### src/rtl/lts_pkg.sv
package lts_pkg;
  localparam int unsigned BAD_W  = 8;
  localparam int unsigned MISS_W = 4;
endpackage

### src/rtl/lts_divider.sv
module lts_divider #(
  parameter int unsigned LIMIT = 4
) (
  input  logic clk,
  input  logic rst_n,
  input  logic en,
  output logic pulse
);
  localparam int unsigned W = (LIMIT > 1) ? $clog2(LIMIT) : 1;
  localparam logic [W-1:0] LAST = W'(LIMIT - 1);

  logic [W-1:0] cnt_q;

  assign pulse = en && (cnt_q == LAST);

  always_ff @(posedge clk or negedge rst_n) begin
    if (!rst_n)  cnt_q <= '0;
    else if (en) cnt_q <= pulse ? '0 : cnt_q + 1'b1;
  end
endmodule

### src/rtl/lts_fault_counter.sv
module lts_fault_counter #(
  parameter int unsigned W = 8
) (
  input  logic         clk,
  input  logic         rst_n,
  input  logic         clr,
  input  logic         inc,
  input  logic         boundary,
  input  logic [W-1:0] thr,
  output logic         hit,
  output logic [W-1:0] latched
);
  localparam logic [W-1:0] MAXV = '1;

  logic [W-1:0] cnt_q;
  logic [W-1:0] cnt_nx;
  logic [W-1:0] lat_q;

  always_comb begin
    if (clr)                        cnt_nx = '0;
    else if (inc && cnt_q != MAXV)  cnt_nx = cnt_q + 1'b1;
    else                            cnt_nx = cnt_q;
  end

  assign hit     = (thr != '0) && (cnt_nx >= thr);
  assign latched = lat_q;

  always_ff @(posedge clk or negedge rst_n) begin
    if (!rst_n) begin
      cnt_q <= '0;
      lat_q <= '0;
    end else begin
      cnt_q <= boundary ? '0 : cnt_nx;
      if (boundary) lat_q <= cnt_nx;
    end
  end
endmodule

### src/rtl/link_trip_supervisor.sv
module link_trip_supervisor
  import lts_pkg::*;
#(
  parameter int unsigned TICK_CYCLES  = 69444,
  parameter int unsigned WINDOW_TICKS = 1800
) (
  input  logic              clk,
  input  logic              rst_n,
  input  logic              bad_frame,
  input  logic              integ_frame,
  input  logic [BAD_W-1:0]  integ_bad_thr,
  input  logic [MISS_W-1:0] integ_miss_thr,
  input  logic              clear_frame,
  output logic              permit,
  output logic              irq,
  output logic [BAD_W-1:0]  bad_count,
  output logic [MISS_W-1:0] miss_count,
  output logic              cleared_seen
);
  logic              tick;
  logic              win_pulse;
  logic              armed_q;
  logic              seen_q;
  logic              miss_inc;
  logic              bad_hit;
  logic              miss_hit;
  logic              permit_q;
  logic              cleared_q;
  logic [BAD_W-1:0]  bad_thr_q;
  logic [MISS_W-1:0] miss_thr_q;

  lts_divider #(.LIMIT(TICK_CYCLES)) u_slot (
    .clk(clk), .rst_n(rst_n), .en(1'b1), .pulse(tick)
  );

  lts_divider #(.LIMIT(WINDOW_TICKS)) u_window (
    .clk(clk), .rst_n(rst_n), .en(tick), .pulse(win_pulse)
  );

  // a slot is missed when it closes with no integrity frame in it
  assign miss_inc = tick && armed_q && !seen_q && !integ_frame;

  lts_fault_counter #(.W(BAD_W)) u_bad (
    .clk(clk), .rst_n(rst_n), .clr(clear_frame), .inc(bad_frame),
    .boundary(win_pulse), .thr(bad_thr_q), .hit(bad_hit), .latched(bad_count)
  );

  lts_fault_counter #(.W(MISS_W)) u_miss (
    .clk(clk), .rst_n(rst_n), .clr(clear_frame), .inc(miss_inc),
    .boundary(win_pulse), .thr(miss_thr_q), .hit(miss_hit), .latched(miss_count)
  );

  always_ff @(posedge clk or negedge rst_n) begin
    if (!rst_n) begin
      armed_q    <= 1'b0;
      seen_q     <= 1'b0;
      bad_thr_q  <= '0;
      miss_thr_q <= '0;
      permit_q   <= 1'b1;
      cleared_q  <= 1'b1;
    end else begin
      armed_q <= armed_q | integ_frame;
      seen_q  <= tick ? 1'b0 : (seen_q | integ_frame);
      if (integ_frame) begin
        bad_thr_q  <= integ_bad_thr;
        miss_thr_q <= integ_miss_thr;
      end
      if (clear_frame)            permit_q <= 1'b1;
      else if (bad_hit || miss_hit) permit_q <= 1'b0;
      if (clear_frame)    cleared_q <= 1'b1;
      else if (win_pulse) cleared_q <= 1'b0;
    end
  end

  assign permit       = permit_q;
  assign irq          = !permit_q;
  assign cleared_seen = cleared_q;
endmodule

### config.mk
export PLATFORM = sky130hd
export DESIGN_NAME = link_trip_supervisor
export DESIGN_NICKNAME = d
export VERILOG_FILES = /design/src/rtl/lts_pkg.sv /design/src/rtl/lts_divider.sv /design/src/rtl/lts_fault_counter.sv /design/src/rtl/link_trip_supervisor.sv
export SDC_FILE = /design/constraint.sdc
export NUM_CORES = 1
export LEC_CHECK = 0
export ABC_AREA = 1
export BUFFER_PORTS_ARGS = -buffer_cell sky130_fd_sc_hd__clkbuf_2
export CAP_MARGIN = 20
export CORE_UTILIZATION = 50
export CTS_CLUSTER_DIAMETER = 150
export DETAILED_ROUTE_END_ITERATION = 16
export PLACE_DENSITY = 0.69
export SLEW_MARGIN = 40
export SYNTH_ARGS = -nofsm -noshare
export SYNTH_HDL_FRONTEND = slang
export SYNTH_SLANG_ARGS = --single-unit
### constraint.sdc
create_clock -name clk -period 3.17 [get_ports clk]
set_input_delay 0.4755 -clock clk [delete_from_list [all_inputs] [get_ports clk]]
set_output_delay 0.4755 -clock clk [all_outputs]
set_load 0.005 [all_outputs]
==> metrics.txt <==
# TYPE chip_impl_metric gauge
chip_impl_info{name="outcome",value="finished, final reports clean"} 1
chip_impl_metric{name="synthesis.yosys.warnings",unit=""} 0
chip_impl_info{name="cts_tree",value="done"} 1
chip_impl_metric{name="antennaDiodeCount",unit=""} 0
chip_impl_metric{name="max_slew_margin",unit=""} 0.600
chip_impl_metric{name="drt-initial-drc-count",unit=""} 106
chip_impl_metric{name="synth_fp_nets",unit=""} 503
chip_impl_info{name="critPathLaunchType",value="register"} 1
chip_impl_metric{name="post-route-period-util",unit=""} 0.780
chip_impl_metric{name="drc",unit=""} 0
chip_impl_metric{name="die-width",unit="µm"} 89.0
chip_impl_metric{name="post_synth_instance_area",unit="mm²"} 0.00379
chip_impl_metric{name="tns",unit="ns"} 0
chip_impl_metric{name="grt_pass1_wl",unit="µm"} 13100
chip_impl_metric{name="timing.max_cap.violations",unit=""} 0
chip_impl_metric{name="starting_density",unit=""} 0.519
chip_impl_metric{name="cts_buffers",unit=""} 9
chip_impl_metric{name="clock_path_buffers",unit=""} 2
chip_impl_metric{name="place.gp.congestion",unit=""} 0.871
chip_impl_metric{name="num-nets-final",unit=""} 540
chip_impl_info{name="critPathLaunch",value="u_bad.cnt_q[0]"} 1
chip_impl_metric{name="grt_remaining_overflow",unit=""} 0
chip_impl_info{name="synth_top_flop_cell",value="sky130_fd_sc_hd__dfrtp_1"} 1
chip_impl_metric{name="route.final.wire_length",unit="µm"} 7620
chip_impl_metric{name="worstPathArrival",unit="ns"} 2.73
chip_impl_metric{name="vias_in_the_first_global_route",unit=""} 2923
chip_impl_info{name="grt_setup_unrepaired",value="no"} 1
chip_impl_metric{name="post_cts_repair_timing_setup_buffer_count",unit=""} 0
chip_impl_metric{name="htree_num_levels",unit=""} 3
chip_impl_metric{name="placed_cell_area",unit="mm²"} 0.00404
chip_impl_metric{name="dp_hpwl",unit="µm"} 5550
chip_impl_metric{name="cellPowerDensity",unit="mW/mm²"} 415
chip_impl_metric{name="timing_hold_violations_final",unit=""} 0
chip_impl_info{name="clk_root_buffer_cell",value="sky130_fd_sc_hd__clkbuf_8"} 1
chip_impl_metric{name="drv_slew",unit=""} 0
chip_impl_metric{name="placeableCoreArea",unit="mm²"} 0.00729
chip_impl_metric{name="data_required_critical_path",unit="ns"} 3.43
chip_impl_metric{name="worst_hold_margin",unit="ns"} 0.234
chip_impl_metric{name="vdd.ir_drop.worst",unit="mV"} 0.234
chip_impl_metric{name="worstSkewPairLatency",unit="ns"} 0.34
chip_impl_metric{name="crit_path_max_fanout",unit=""} 10
chip_impl_metric{name="placementRows",unit=""} 31
chip_impl_metric{name="route.vias.total",unit=""} 3106
chip_impl_metric{name="cts-resized-gates",unit=""} 0
chip_impl_metric{name="cts_num_sinks",unit=""} 68
chip_impl_metric{name="initial_antenna_violation_count",unit=""} 0
chip_impl_metric{name="grt_start_max_net_pins",unit=""} 69
chip_impl_metric{name="drt-pass1-iter-count",unit=""} 4
chip_impl_metric{name="final_area",unit="mm²"} 0.00424
chip_impl_metric{name="die_y",unit="µm"} 89.0
chip_impl_info{name="biggest_area_contributors_in_the_synthesized_netlist",value="sky130_fd_sc_hd__dfrtp_1 44%, sky130_fd_sc_hd__nand2_1 9.5%, sky130_fd_sc_hd__inv_1 7.6%"} 1
chip_impl_info{name="min_path_type",value="primary input to async pin"} 1
chip_impl_metric{name="pin_count",unit=""} 32
chip_impl_info{name="rr_startpoint",value="u_bad.cnt_q[0]"} 1
chip_impl_metric{name="setup_violations",unit=""} 0
chip_impl_metric{name="drive_above_1_share",unit=""} 0.151
chip_impl_metric{name="maximum_frequency_from_static_timing_analysis",unit="MHz"} 405
chip_impl_metric{name="per_instance_average_area_after_synthesis",unit="µm²"} 8.06
chip_impl_metric{name="grtUsageTotal",unit=""} 0.216
chip_impl_metric{name="cts-hold-fix-buffers",unit=""} 0
chip_impl_info{name="worst-setup-path-type",value="register to register"} 1
chip_impl_metric{name="final.setup_skew",unit="ns"} 0.00714
chip_impl_metric{name="p_leak",unit="nW"} 2.21
chip_impl_info{name="synth.largest_area_cell",value="sky130_fd_sc_hd__dfrtp_1"} 1
chip_impl_metric{name="dieArea",unit="mm²"} 0.00792
chip_impl_metric{name="detail-route-antenna-nets",unit=""} 0
chip_impl_metric{name="syn-instance-count",unit=""} 470
chip_impl_metric{name="synth.top_cell.area_share",unit=""} 0.436
chip_impl_metric{name="routedWlPerCell",unit="µm"} 12.5
chip_impl_metric{name="route.detailed.vias_per_inst",unit=""} 5.09
chip_impl_info{name="cp-end-kind",value="register"} 1
chip_impl_metric{name="fin_util",unit=""} 0.582
chip_impl_info{name="synthMostInstantiatedCell",value="sky130_fd_sc_hd__nand2_1"} 1
chip_impl_metric{name="worst_setup_hold_path_clk_slew",unit="ns"} 0.07
chip_impl_metric{name="tightestPinTransition",unit="ns"} 0.600
chip_impl_metric{name="yosys_register_bits",unit=""} 68
chip_impl_metric{name="port_buffers",unit=""} 31
chip_impl_info{name="synth.cells.most_frequent",value="96 x sky130_fd_sc_hd__nand2_1, 77 x sky130_fd_sc_hd__inv_1, 66 x sky130_fd_sc_hd__dfrtp_1"} 1
chip_impl_metric{name="synth-seq-area-share",unit=""} 0.450
chip_impl_metric{name="synth.distinct_cells",unit=""} 38
chip_impl_metric{name="synth_edf_count",unit=""} 0
chip_impl_metric{name="syn_to_final_growth",unit="%"} 12.0
chip_impl_metric{name="async_flop_share",unit=""} 1.00
chip_impl_metric{name="post-route-min-period",unit="ns"} 2.47
report_power, final:
group          switching, W  internal (W)  leakage (nW)  total [W]
combinational     0.0000719     0.0000365          1.27   0.000108
sequential       0.00000794      0.000887         0.832   0.000894
clock              0.000320      0.000436         0.102   0.000756
area by class of cell:
class | instances | area, µm²
fillers | 694 | 3050
flip-flops and latches | 68 | 1700
multi-input cells | 308 | 1700
inverters | 86 | 325
repair buffers | 34 | 181
clock buffers | 10 | 128
well taps | 99 | 124
clock inverters | 5 | 77.6
final timing paths:
check	slack, ns	cells past startpoint	endpoint
setup / recovery	0.70	17	permit
hold / removal	0.23	2	u_slot.cnt_q[14]
setup reg to reg	0.70	17	permit
hold reg to reg	0.46	1	u_slot.cnt_q[0]
max in group asynchronous	2.52	2	u_miss.latched[2]
min in group clk	0.34	3	bad_thr_q[5]
cells in the final DEF (no fill, tap or decap), drive strengths merged, types with 2 or more instances in the layout:
cell | synthesis | routed
nor4 | 4 | 4
bufinv | 0 | 2
inv | 85 | 85
ha | 16 | 16
nor3 | 12 | 12
nand4 | 23 | 23
o21ai | 34 | 34
o211ai | 2 | 2
clkbuf | 3 | 40
dfrtp | 66 | 66
nand2 | 98 | 98
nor3b | 2 | 2
xor2 | 14 | 14
a21oi | 10 | 10
nand3 | 36 | 36
xnor2 | 2 | 2
clkinv | 1 | 3
dfstp | 2 | 2
buf | 5 | 4
nor2 | 49 | 49
flip-flops by register name, summed over array words and instances (netlist names), 4 cells and up:
name and flops:
bad_thr_q 8, miss_thr_q 4, u_bad.cnt_q 8, u_bad.latched 8, u_miss.cnt_q 4, u_miss.latched 4, u_slot.cnt_q 17, u_window.cnt_q 11
per-layer routing:
layer	vias up	GRT usage	part of all wire
met5	-	0	0
met4	0	0.0592	0.0058
met3	8	0.0471	0.039
met2	71	0.381	0.50
met1	1436	0.269	0.45
li1	1591	-	-
per-stage QoR:
stage | instances | power [W] | setup WS, ns
floorplan | 470 | 0.000968 | 0.992
global placement | 595 | 0.00102 | 0.751
detailed placement | 595 | 0.00102 | 0.684
CTS | 610 | 0.00178 | 0.699
global route | 610 | 0.00184 | 0.433
finish | 610 | 0.00176 | 0.698
kinds of logic (layout without fill, tap and decap cells):
group,count (synthesis),in the layout,synth area share
buffers and inverters,94,135,0.100
xor gates and xnor gates,16,16,0.0370
adders and majority gates,16,16,0.0529
DFF,68,68,0.450
and+or+nand+nor,227,227,0.286
AOI/OAI and AO/OA,49,49,0.0740
critical path, cell delays in order, from the launching register on:
cell and delay, ns:
sky130_fd_sc_hd__dfrtp_1 0.41, sky130_fd_sc_hd__ha_1 0.24, sky130_fd_sc_hd__nand3_1 0.12, sky130_fd_sc_hd__nor2_1 0.05
sky130_fd_sc_hd__nand2_1 0.08, sky130_fd_sc_hd__nand2_1 0.14, sky130_fd_sc_hd__inv_2 0.18, sky130_fd_sc_hd__nand4_1 0.09
sky130_fd_sc_hd__nand3_1 0.15, sky130_fd_sc_hd__inv_1 0.07, sky130_fd_sc_hd__ha_1 0.30, sky130_fd_sc_hd__nand2_1 0.05
sky130_fd_sc_hd__nor2_1 0.12, sky130_fd_sc_hd__nand4_1 0.10, sky130_fd_sc_hd__nand4_1 0.10, sky130_fd_sc_hd__o21ai_0 0.08
sky130_fd_sc_hd__nand2_1 0.06, sky130_fd_sc_hd__nand2_1 0.05
(Power assumes the default switching activity.)
